$ cat config.mk
export PLATFORM = sky130hd
export DESIGN_NAME = ptc_timer3
export DESIGN_NICKNAME = d
export VERILOG_FILES = /design/src/rtl/ptc_pkg.sv /design/src/rtl/ptc_addr_decode.sv /design/src/rtl/ptc_prescaler.sv /design/src/rtl/ptc_channel.sv /design/src/rtl/ptc_timer3.sv
export SDC_FILE = /design/constraint.sdc
export NUM_CORES = 1
export LEC_CHECK = 0
export BUFFER_PORTS_ARGS = -buffer_cell sky130_fd_sc_hd__buf_4
export CELL_PAD_IN_SITES_DETAIL_PLACEMENT = 0
export CELL_PAD_IN_SITES_GLOBAL_PLACEMENT = 1
export CORE_MARGIN = 8
export CORE_UTILIZATION = 46
export CTS_BUF_LIST = sky130_fd_sc_hd__clkbuf_8
export DETAILED_ROUTE_END_ITERATION = 8
export MAX_ROUTING_LAYER = met4
export PLACE_DENSITY = 0.73
export SLEW_MARGIN = 20
export SYNTH_ARGS = -nofsm -noshare
export SYNTH_HDL_FRONTEND = slang
export SYNTH_HIERARCHICAL = 1
export SYNTH_SLANG_ARGS = --single-unit
$ cat constraint.sdc
create_clock -name clk -period 11.1 [get_ports clk]
set_input_delay 1.665 -clock clk [delete_from_list [all_inputs] [get_ports clk]]
set_output_delay 1.665 -clock clk [all_outputs]
set_load 0.01 [all_outputs]
$ cat src/rtl/ptc_pkg.sv
package ptc_pkg;
   localparam int N_MATCH  = 3;
   localparam int STS_W    = N_MATCH + 1;
   localparam int NUM_KIND = 9;
   localparam int KIND_W   = 4;

   // register kinds, one 12-byte row each
   localparam logic [KIND_W-1:0] K_CLK = 4'd0;
   localparam logic [KIND_W-1:0] K_CTL = 4'd1;
   localparam logic [KIND_W-1:0] K_VAL = 4'd2;
   localparam logic [KIND_W-1:0] K_IVL = 4'd3;
   localparam logic [KIND_W-1:0] K_MT1 = 4'd4;
   localparam logic [KIND_W-1:0] K_STS = 4'd7;
   localparam logic [KIND_W-1:0] K_IEN = 4'd8;

   // counter control bit positions
   localparam int CTL_DIS_B = 0;
   localparam int CTL_IVL_B = 1;
   localparam int CTL_CLR_B = 4;
   localparam int CTL_WAV_B = 5;
   // clock control bit positions
   localparam int CLK_PEN_B = 0;
   localparam int CLK_N_LSB = 1;

   typedef struct packed {
      logic wav;
      logic ivl;
      logic dis;
   } ctl_t;

   localparam ctl_t CTL_RST = '{wav: 1'b1, ivl: 1'b0, dis: 1'b1};
endpackage

$ cat src/rtl/ptc_addr_decode.sv
module ptc_addr_decode
   import ptc_pkg::*;
#(
   parameter int ADDR_W = 8,
   parameter int NUM_CH = 3,
   localparam int CH_W  = (NUM_CH > 1) ? $clog2(NUM_CH) : 1
) (
   input  logic [ADDR_W-1:0] addr,
   output logic              hit,
   output logic [KIND_W-1:0] kind,
   output logic [CH_W-1:0]   ch
);
   localparam int WORD_W = ADDR_W - 2;

   logic [WORD_W-1:0] word;
   int                row;
   int                col;

   assign word = addr[ADDR_W-1:2];

   always_comb begin
      row  = int'(word) / NUM_CH;
      col  = int'(word) % NUM_CH;
      hit  = (row < NUM_KIND);
      kind = KIND_W'(row);
      ch   = CH_W'(col);
   end
endmodule

$ cat src/rtl/ptc_prescaler.sv
module ptc_prescaler #(
   parameter int PSC_W   = 4,
   parameter bit HAS_PSC = 1'b1,
   localparam int DIV_W  = 1 << PSC_W
) (
   input  logic             clk,
   input  logic             rst_n,
   input  logic             run,
   input  logic             restart,
   input  logic             pen,
   input  logic [PSC_W-1:0] n_sel,
   output logic             tick
);
   generate
      if (HAS_PSC) begin : g_div
         logic [DIV_W-1:0] pcnt_q;
         logic [DIV_W:0]   lim_w;
         logic             last;

         // ratio 2^(N+1): the last divider value is (N+1) ones
         assign lim_w = ({{DIV_W{1'b0}}, 1'b1} << ({1'b0, n_sel} + 1'b1)) - 1'b1;
         assign last  = (pcnt_q == lim_w[DIV_W-1:0]);
         assign tick  = run && (!pen || last);

         always_ff @(posedge clk) begin
            if (!rst_n || restart)
               pcnt_q <= '0;
            else if (run && pen)
               pcnt_q <= last ? '0 : pcnt_q + 1'b1;
         end
      end else begin : g_nodiv
         logic unused_sel;
         assign unused_sel = pen ^ (^n_sel) ^ restart ^ rst_n ^ clk;
         assign tick = run;
      end
   endgenerate
endmodule

$ cat src/rtl/ptc_channel.sv
module ptc_channel
   import ptc_pkg::*;
#(
   parameter int CNT_W   = 16,
   parameter int DATA_W  = 32,
   parameter int PSC_W   = 4,
   parameter bit HAS_PSC = 1'b1
) (
   input  logic              clk,
   input  logic              rst_n,
   input  logic              wr_en,
   input  logic [KIND_W-1:0] kind,
   input  logic [CNT_W-1:0]  wdata,
   input  logic              rd_clr,
   output logic [DATA_W-1:0] rd_data,
   output logic              irq_o
);
   logic              pen_q;
   logic [PSC_W-1:0]  nsel_q;
   ctl_t              ctl_q;
   logic [CNT_W-1:0]  ivl_q;
   logic [CNT_W-1:0]  mt_q [N_MATCH];
   logic [CNT_W-1:0]  count_q;
   logic [STS_W-1:0]  sts_q;
   logic [STS_W-1:0]  ien_q;
   logic [STS_W-1:0]  ev;
   logic              tick;
   logic              clr_req;
   logic              wrap_ivl;

   assign clr_req  = wr_en && (kind == K_CTL) && wdata[CTL_CLR_B];
   assign wrap_ivl = ctl_q.ivl && (count_q == ivl_q);

   ptc_prescaler #(.PSC_W(PSC_W), .HAS_PSC(HAS_PSC)) u_psc (
      .clk     (clk),
      .rst_n   (rst_n),
      .run     (!ctl_q.dis),
      .restart (clr_req),
      .pen     (pen_q),
      .n_sel   (nsel_q),
      .tick    (tick)
   );

   // configuration registers
   always_ff @(posedge clk) begin
      if (!rst_n) begin
         pen_q  <= 1'b0;
         nsel_q <= '0;
         ctl_q  <= CTL_RST;
         ivl_q  <= '0;
         ien_q  <= '0;
      end else if (wr_en) begin
         case (kind)
            K_CLK: begin
               pen_q  <= wdata[CLK_PEN_B];
               nsel_q <= wdata[CLK_N_LSB +: PSC_W];
            end
            K_CTL: ctl_q <= '{wav: wdata[CTL_WAV_B], ivl: wdata[CTL_IVL_B],
                              dis: wdata[CTL_DIS_B]};
            K_IVL: ivl_q <= wdata;
            K_IEN: ien_q <= wdata[STS_W-1:0];
            default: ;
         endcase
      end
   end

   // compare registers and compare events
   assign ev[0] = tick && !clr_req && wrap_ivl;
   generate
      for (genvar k = 0; k < N_MATCH; k++) begin : g_mt
         always_ff @(posedge clk) begin
            if (!rst_n)
               mt_q[k] <= '0;
            else if (wr_en && (kind == KIND_W'(int'(K_MT1) + k)))
               mt_q[k] <= wdata;
         end
         assign ev[k+1] = tick && !clr_req && (count_q == mt_q[k]);
      end
   endgenerate

   // counter
   always_ff @(posedge clk) begin
      if (!rst_n || clr_req)
         count_q <= '0;
      else if (tick)
         count_q <= wrap_ivl ? '0 : count_q + 1'b1;
   end

   // sticky status: read clears, a same-edge event wins
   always_ff @(posedge clk) begin
      if (!rst_n)
         sts_q <= '0;
      else
         sts_q <= (rd_clr ? '0 : sts_q) | ev;
   end

   assign irq_o = |(sts_q & ien_q);

   always_comb begin
      rd_data = '0;
      case (kind)
         K_CLK: begin
            rd_data[CLK_PEN_B]            = pen_q;
            rd_data[CLK_N_LSB +: PSC_W]   = nsel_q;
         end
         K_CTL: begin
            rd_data[CTL_DIS_B] = ctl_q.dis;
            rd_data[CTL_IVL_B] = ctl_q.ivl;
            rd_data[CTL_WAV_B] = ctl_q.wav;
         end
         K_VAL:   rd_data[CNT_W-1:0] = count_q;
         K_IVL:   rd_data[CNT_W-1:0] = ivl_q;
         K_STS:   rd_data[STS_W-1:0] = sts_q;
         K_IEN:   rd_data[STS_W-1:0] = ien_q;
         default: begin
            for (int k = 0; k < N_MATCH; k++)
               if (kind == KIND_W'(int'(K_MT1) + k))
                  rd_data[CNT_W-1:0] = mt_q[k];
         end
      endcase
   end

   // ---------------- assertions ----------------
   AST_HOLD_WHEN_OFF: assert property (@(posedge clk) disable iff (!rst_n)
      (ctl_q.dis && !clr_req) |=> ($stable(count_q) && ((sts_q & ~$past(sts_q)) == '0)));
   AST_STEP_ONE: assert property (@(posedge clk) disable iff (!rst_n)
      (tick && !ctl_q.ivl && !clr_req) |=> (count_q == CNT_W'($past(count_q) + 1'b1)));
   AST_INTERVAL_RESTART: assert property (@(posedge clk) disable iff (!rst_n)
      (tick && !clr_req && ctl_q.ivl && (count_q == ivl_q)) |=> ((count_q == '0) && sts_q[0]));
   AST_CLEAR_ZERO: assert property (@(posedge clk) disable iff (!rst_n)
      clr_req |=> (count_q == '0));
   AST_IRQ_MASKED: assert property (@(posedge clk) disable iff (!rst_n)
      (ien_q == '0) |-> !irq_o);
   AST_EVENT_STICKS: assert property (@(posedge clk) disable iff (!rst_n)
      (!rd_clr && (sts_q != '0)) |=> ((sts_q & $past(sts_q)) == $past(sts_q)));
endmodule

$ cat src/rtl/ptc_timer3.sv
module ptc_timer3
   import ptc_pkg::*;
#(
   parameter int NUM_CH  = 3,
   parameter int CNT_W   = 16,
   parameter int ADDR_W  = 8,
   parameter int DATA_W  = 32,
   parameter int PSC_W   = 4,
   parameter bit HAS_PSC = 1'b1
) (
   input  logic              clk,
   input  logic              rst_n,
   input  logic              reg_wr,
   input  logic              reg_rd,
   input  logic [ADDR_W-1:0] reg_addr,
   input  logic [DATA_W-1:0] reg_wdata,
   output logic [DATA_W-1:0] reg_rdata,
   output logic [NUM_CH-1:0] irq
);
   localparam int CH_W = (NUM_CH > 1) ? $clog2(NUM_CH) : 1;

   initial begin
      if (NUM_CH < 1 || NUM_KIND * NUM_CH * 4 > (1 << ADDR_W))
         $error("ptc_timer3: register map does not fit ADDR_W");
      if (CNT_W < 6 || CNT_W > DATA_W)
         $error("ptc_timer3: CNT_W must lie in 6..DATA_W");
      if (CLK_N_LSB + PSC_W > CNT_W)
         $error("ptc_timer3: divide field wider than the write path");
   end

   logic              hit;
   logic [KIND_W-1:0] kind;
   logic [CH_W-1:0]   ch;
   logic [DATA_W-1:0] chan_rd [NUM_CH];

   ptc_addr_decode #(.ADDR_W(ADDR_W), .NUM_CH(NUM_CH)) u_dec (
      .addr (reg_addr),
      .hit  (hit),
      .kind (kind),
      .ch   (ch)
   );

   generate
      for (genvar c = 0; c < NUM_CH; c++) begin : g_ch
         logic sel;
         assign sel = hit && (ch == CH_W'(c));
         ptc_channel #(
            .CNT_W(CNT_W), .DATA_W(DATA_W), .PSC_W(PSC_W), .HAS_PSC(HAS_PSC)
         ) u_ch (
            .clk     (clk),
            .rst_n   (rst_n),
            .wr_en   (reg_wr && sel),
            .kind    (kind),
            .wdata   (reg_wdata[CNT_W-1:0]),
            .rd_clr  (reg_rd && sel && (kind == K_STS)),
            .rd_data (chan_rd[c]),
            .irq_o   (irq[c])
         );
      end
   endgenerate

   always_ff @(posedge clk) begin
      if (!rst_n)
         reg_rdata <= '0;
      else if (reg_rd)
         reg_rdata <= hit ? chan_rd[ch] : '0;
   end

   AST_RDATA_HOLDS: assert property (@(posedge clk) disable iff (!rst_n)
      !reg_rd |=> $stable(reg_rdata));
endmodule

==> flow_summary.ini <==
[run_status]
outcome = complete, no violations

[global_route]
grt_pass1_vias = 18000
grt.total_usage = 0.235
antenna_found_initial = 1
grt_overflow_total = 0
grt_max_degree = 73
grt.met2_usage = 0.354
grtUsageMet3 = 0.0405
grt_busiest_layer = met2
grt_pass1_wl_um = 107000
use_met1 = 0.317

[drt]
drt-total-wl_um = 69600
detail-route-antenna-nets = 0
routedWlPerCell_um = 21.6
via_count = 18800
drt_iter0_markers = 1680
drc_errors = 0
firstDrtPassIters = 5
viasPerCell = 5.83

[sta]
fin_crit_ps = 7160
setup_violations = 0
maxSlewViolCount = 0
tightest_slew_ps = 1210
fmax_ghz = 0.140
setup_ws_ps = 3940
slew_headroom = 0.196
min_period_over_period = 0.645
tns_ps = 0
rsz0062_at_grt = no
worst_clock_skew_ps = 28.8
final_hold_viol_count = 0

[cts]
ctsLongestPathBuffers = 3
tritoncts = built
hold_buffers = 0
clock-sinks = 368
worstSkewPairLatency_ps = 650
cts_root_buffer = clkbuf_8
cts_max_level = 3
path_clk_slew_ps = 60
cts_setup_buffers = 0
cts_resized = 0
numCtsBuffers = 70

[pwr]
pwr-share-clk = 0.398
power.density_mw_per_mm2 = 127
p_seq_frac = 0.463
p_int_mw = 2.25
power_frac_comb = 0.139
p_sw_frac = 0.289
ir_drop_mv = 0.0833
power.leakage_nw = 9.65
p_sw_mw = 0.917

[layout]
register_area_mm2 = 0.00881
stdcell_count = 3218
area_delta_synth_final_pct = 6.25
fillers = 4896
nets = 2540
multi_input_area_mm2 = 0.0132
drive_gt1_frac = 0.130

[synthesis]
yosysUniqueCellTypes = 97
synth_area_mm2 = 0.0235
synthesis.instances = 2528
ys_seq_area_frac = 0.375
synth-async-reset-ratio = 0
avgSynthCellArea_um2 = 9.30
ys_ff_latch = 368
ys.flop_type = dfxtp_1
synth_warnings = 6
synth_edf_count = 144

[floorplanning]
dieHeight_um = 242
die_w_um = 242
die_area_mm2 = 0.0586
start_util = 0.462
ioPinCount = 79
row_count = 83
core_mm2 = 0.0509

[setup_path]
cp_max_fo = 72
required_ps = 11600
cp-end-kind = flop
worst-setup-path-type = input pin to flop
worstPathArrival_ps = 7670
start_kind = input pin

[placed_design]
routabilityCongestion = 0.890
hpwl_um = 47400
placedCellCount = 3092
place_ws_ps = 3300
numPortBuffers = 60

[hold_path]
min_path_type = flop to flop

[flow_run]
maxCapViolCount = 0
-- layout by cell type, fill, tap and decap left out, drive strengths merged, types with 89 or more instances in the layout --
cell type	netlist	final
and2	148	148
buf	198	92
dfxtp	224	224
edfxtp	144	144
mux2i	108	108
nand2	224	224
nand3	89	89
nor2	145	145
o21ai	90	90
xor2	208	208
-- synthesized netlist by cell type (all sizes together), types with 5 or more instances --
| master | number | area share |
|---|---|---|
| a211oi | 49 | 0.016 |
| o21a | 12 | 0.0038 |
| nand3 | 89 | 0.021 |
| a311oi | 6 | 0.0022 |
| mux2 | 10 | 0.0049 |
| a2111oi | 9 | 0.0065 |
| and2b | 6 | 0.0021 |
| o211ai | 20 | 0.0072 |
| a221o | 32 | 0.014 |
| and3 | 48 | 0.014 |
| dfxtp | 224 | 0.19 |
| conb | 6 | 0.00096 |
| inv | 34 | 0.0054 |
| nor2b | 34 | 0.0090 |
| nor2 | 145 | 0.024 |
| clkbuf | 55 | 0.0091 |
| a211o | 15 | 0.0057 |
| nor4 | 55 | 0.017 |
| nor4b | 7 | 0.0056 |
| nor3 | 79 | 0.025 |
| and4 | 6 | 0.0022 |
| o22ai | 10 | 0.0032 |
| or2 | 13 | 0.0036 |
| a32oi | 6 | 0.0022 |
| mux2i | 108 | 0.046 |
| nand4b | 7 | 0.0032 |
| nand4 | 31 | 0.0082 |
| a21o | 6 | 0.0019 |
| edfxtp | 144 | 0.18 |
| nand3b | 5 | 0.0016 |
| xor2 | 208 | 0.077 |
| and2 | 148 | 0.039 |
| o21ai | 90 | 0.020 |
| a31oi | 12 | 0.0032 |
| xnor2 | 80 | 0.031 |
| o211a | 7 | 0.0030 |
| a21oi | 85 | 0.018 |
| ha | 12 | 0.0064 |
| or4b | 9 | 0.0038 |
| nand2 | 224 | 0.036 |
| a22oi | 51 | 0.016 |
| a21boi | 60 | 0.019 |
| nand2b | 18 | 0.0051 |
| buf | 198 | 0.058 |
-- per-stage QoR --
step | util | area (um^2) | hold WS [ps] | power (mW)
2_1_floorplan | - | 23700 | 440 | 1.82
3_3_place_gp | 0.465 | 23700 | 452 | 1.92
3_5_place_dp | 0.465 | 23700 | 460 | 1.93
4_1_cts | 0.491 | 25000 | 477 | 3.20
5_1_grt | 0.491 | 25000 | 501 | 3.30
6_report | 0.491 | 25000 | 474 | 3.17
-- worst paths after layout --
path / end / slack [ps] / start / depth (start not counted)
setup / recovery: g_ch[1].u_ch/mt_q[1][9] / 3940 / reg_addr[7] / 22
hold / removal: g_ch[2].u_ch/ctl_q[2] / 470 / g_ch[2].u_ch/ctl_q[2] / 2
setup reg to reg: g_ch[1].u_ch/count_q[11] / 5600 / g_ch[1].u_ch/nsel_q[0] / 14
hold reg to reg: g_ch[2].u_ch/ctl_q[2] / 470 / g_ch[2].u_ch/ctl_q[2] / 2
-- flip-flops by register name (all words and copies together) (netlist names) --
signal / cells
g_ch.u_ch/pen_q: 3
g_ch.u_ch/u_psc/g_div.pcnt_q: 48
g_ch.u_ch/mt_q: 144
g_ch.u_ch/nsel_q: 12
g_ch.u_ch/ctl_q: 9
g_ch.u_ch/sts_q: 12
g_ch.u_ch/ivl_q: 48
reg_rdata: 32
g_ch.u_ch/count_q: 48
g_ch.u_ch/ien_q: 12
-- power groups by stage --
stage / registers, mW / clock network [mW] / logic, mW
3_3_place_gp: 1.49 / 0 / 0.431
4_1_cts: 1.47 / 1.30 / 0.437
5_1_grt: 1.47 / 1.36 / 0.471
6_report: 1.47 / 1.26 / 0.441
3_5_place_dp: 1.49 / 0 / 0.437
2_1_floorplan: 1.49 / 0 / 0.325
-- critical path, cell delays in order --
cell	delay, ps
buf_4	170
ha_1	300
and4bb_1	230
o221ai_2	120
and3_4	250
inv_2	40
ha_1	210
nor2_1	150
nand4_1	140
xnor2_1	160
nor2_1	120
ha_1	210
nor2_1	60
o211a_1	150
o22ai_4	230
buf_4	720
xor2_1	470
nand2b_4	110
nor2_1	650
nand3_2	260
nor2_1	940
and2_1	250
-- per-layer routing --
metal,share of wire,vias up
met2,0.45,605
li1,-,8877
met3,0.062,140
met1,0.46,9138
met5,0,-
met4,0.034,0
-- cell type report --
class                      count  area share
multi-input combinational   1918       0.528
sequential                   368       0.352
clock buffer                  81      0.0446
tap                          680      0.0340
timing repair buffer          92      0.0276
clock inverter                44     0.00771
inverter                      34     0.00511
antenna                        1    0.000100
-- kinds of logic (layout without fill, tap and decap cells) --
logic type	count (synthesis)	after routing	synth area share
multiplexers	118	118	0.0509
other	6	52	0.000957
AO/OA/AOI/OAI	503	503	0.156
buffers and inverters	287	251	0.0729
flip-flops	368	368	0.375
adder cells (fa/ha/maj)	12	12	0.00638
XOR/XNOR	288	288	0.108
AND/OR/NAND/NOR	946	946	0.231
(Power assumes the default switching activity.)
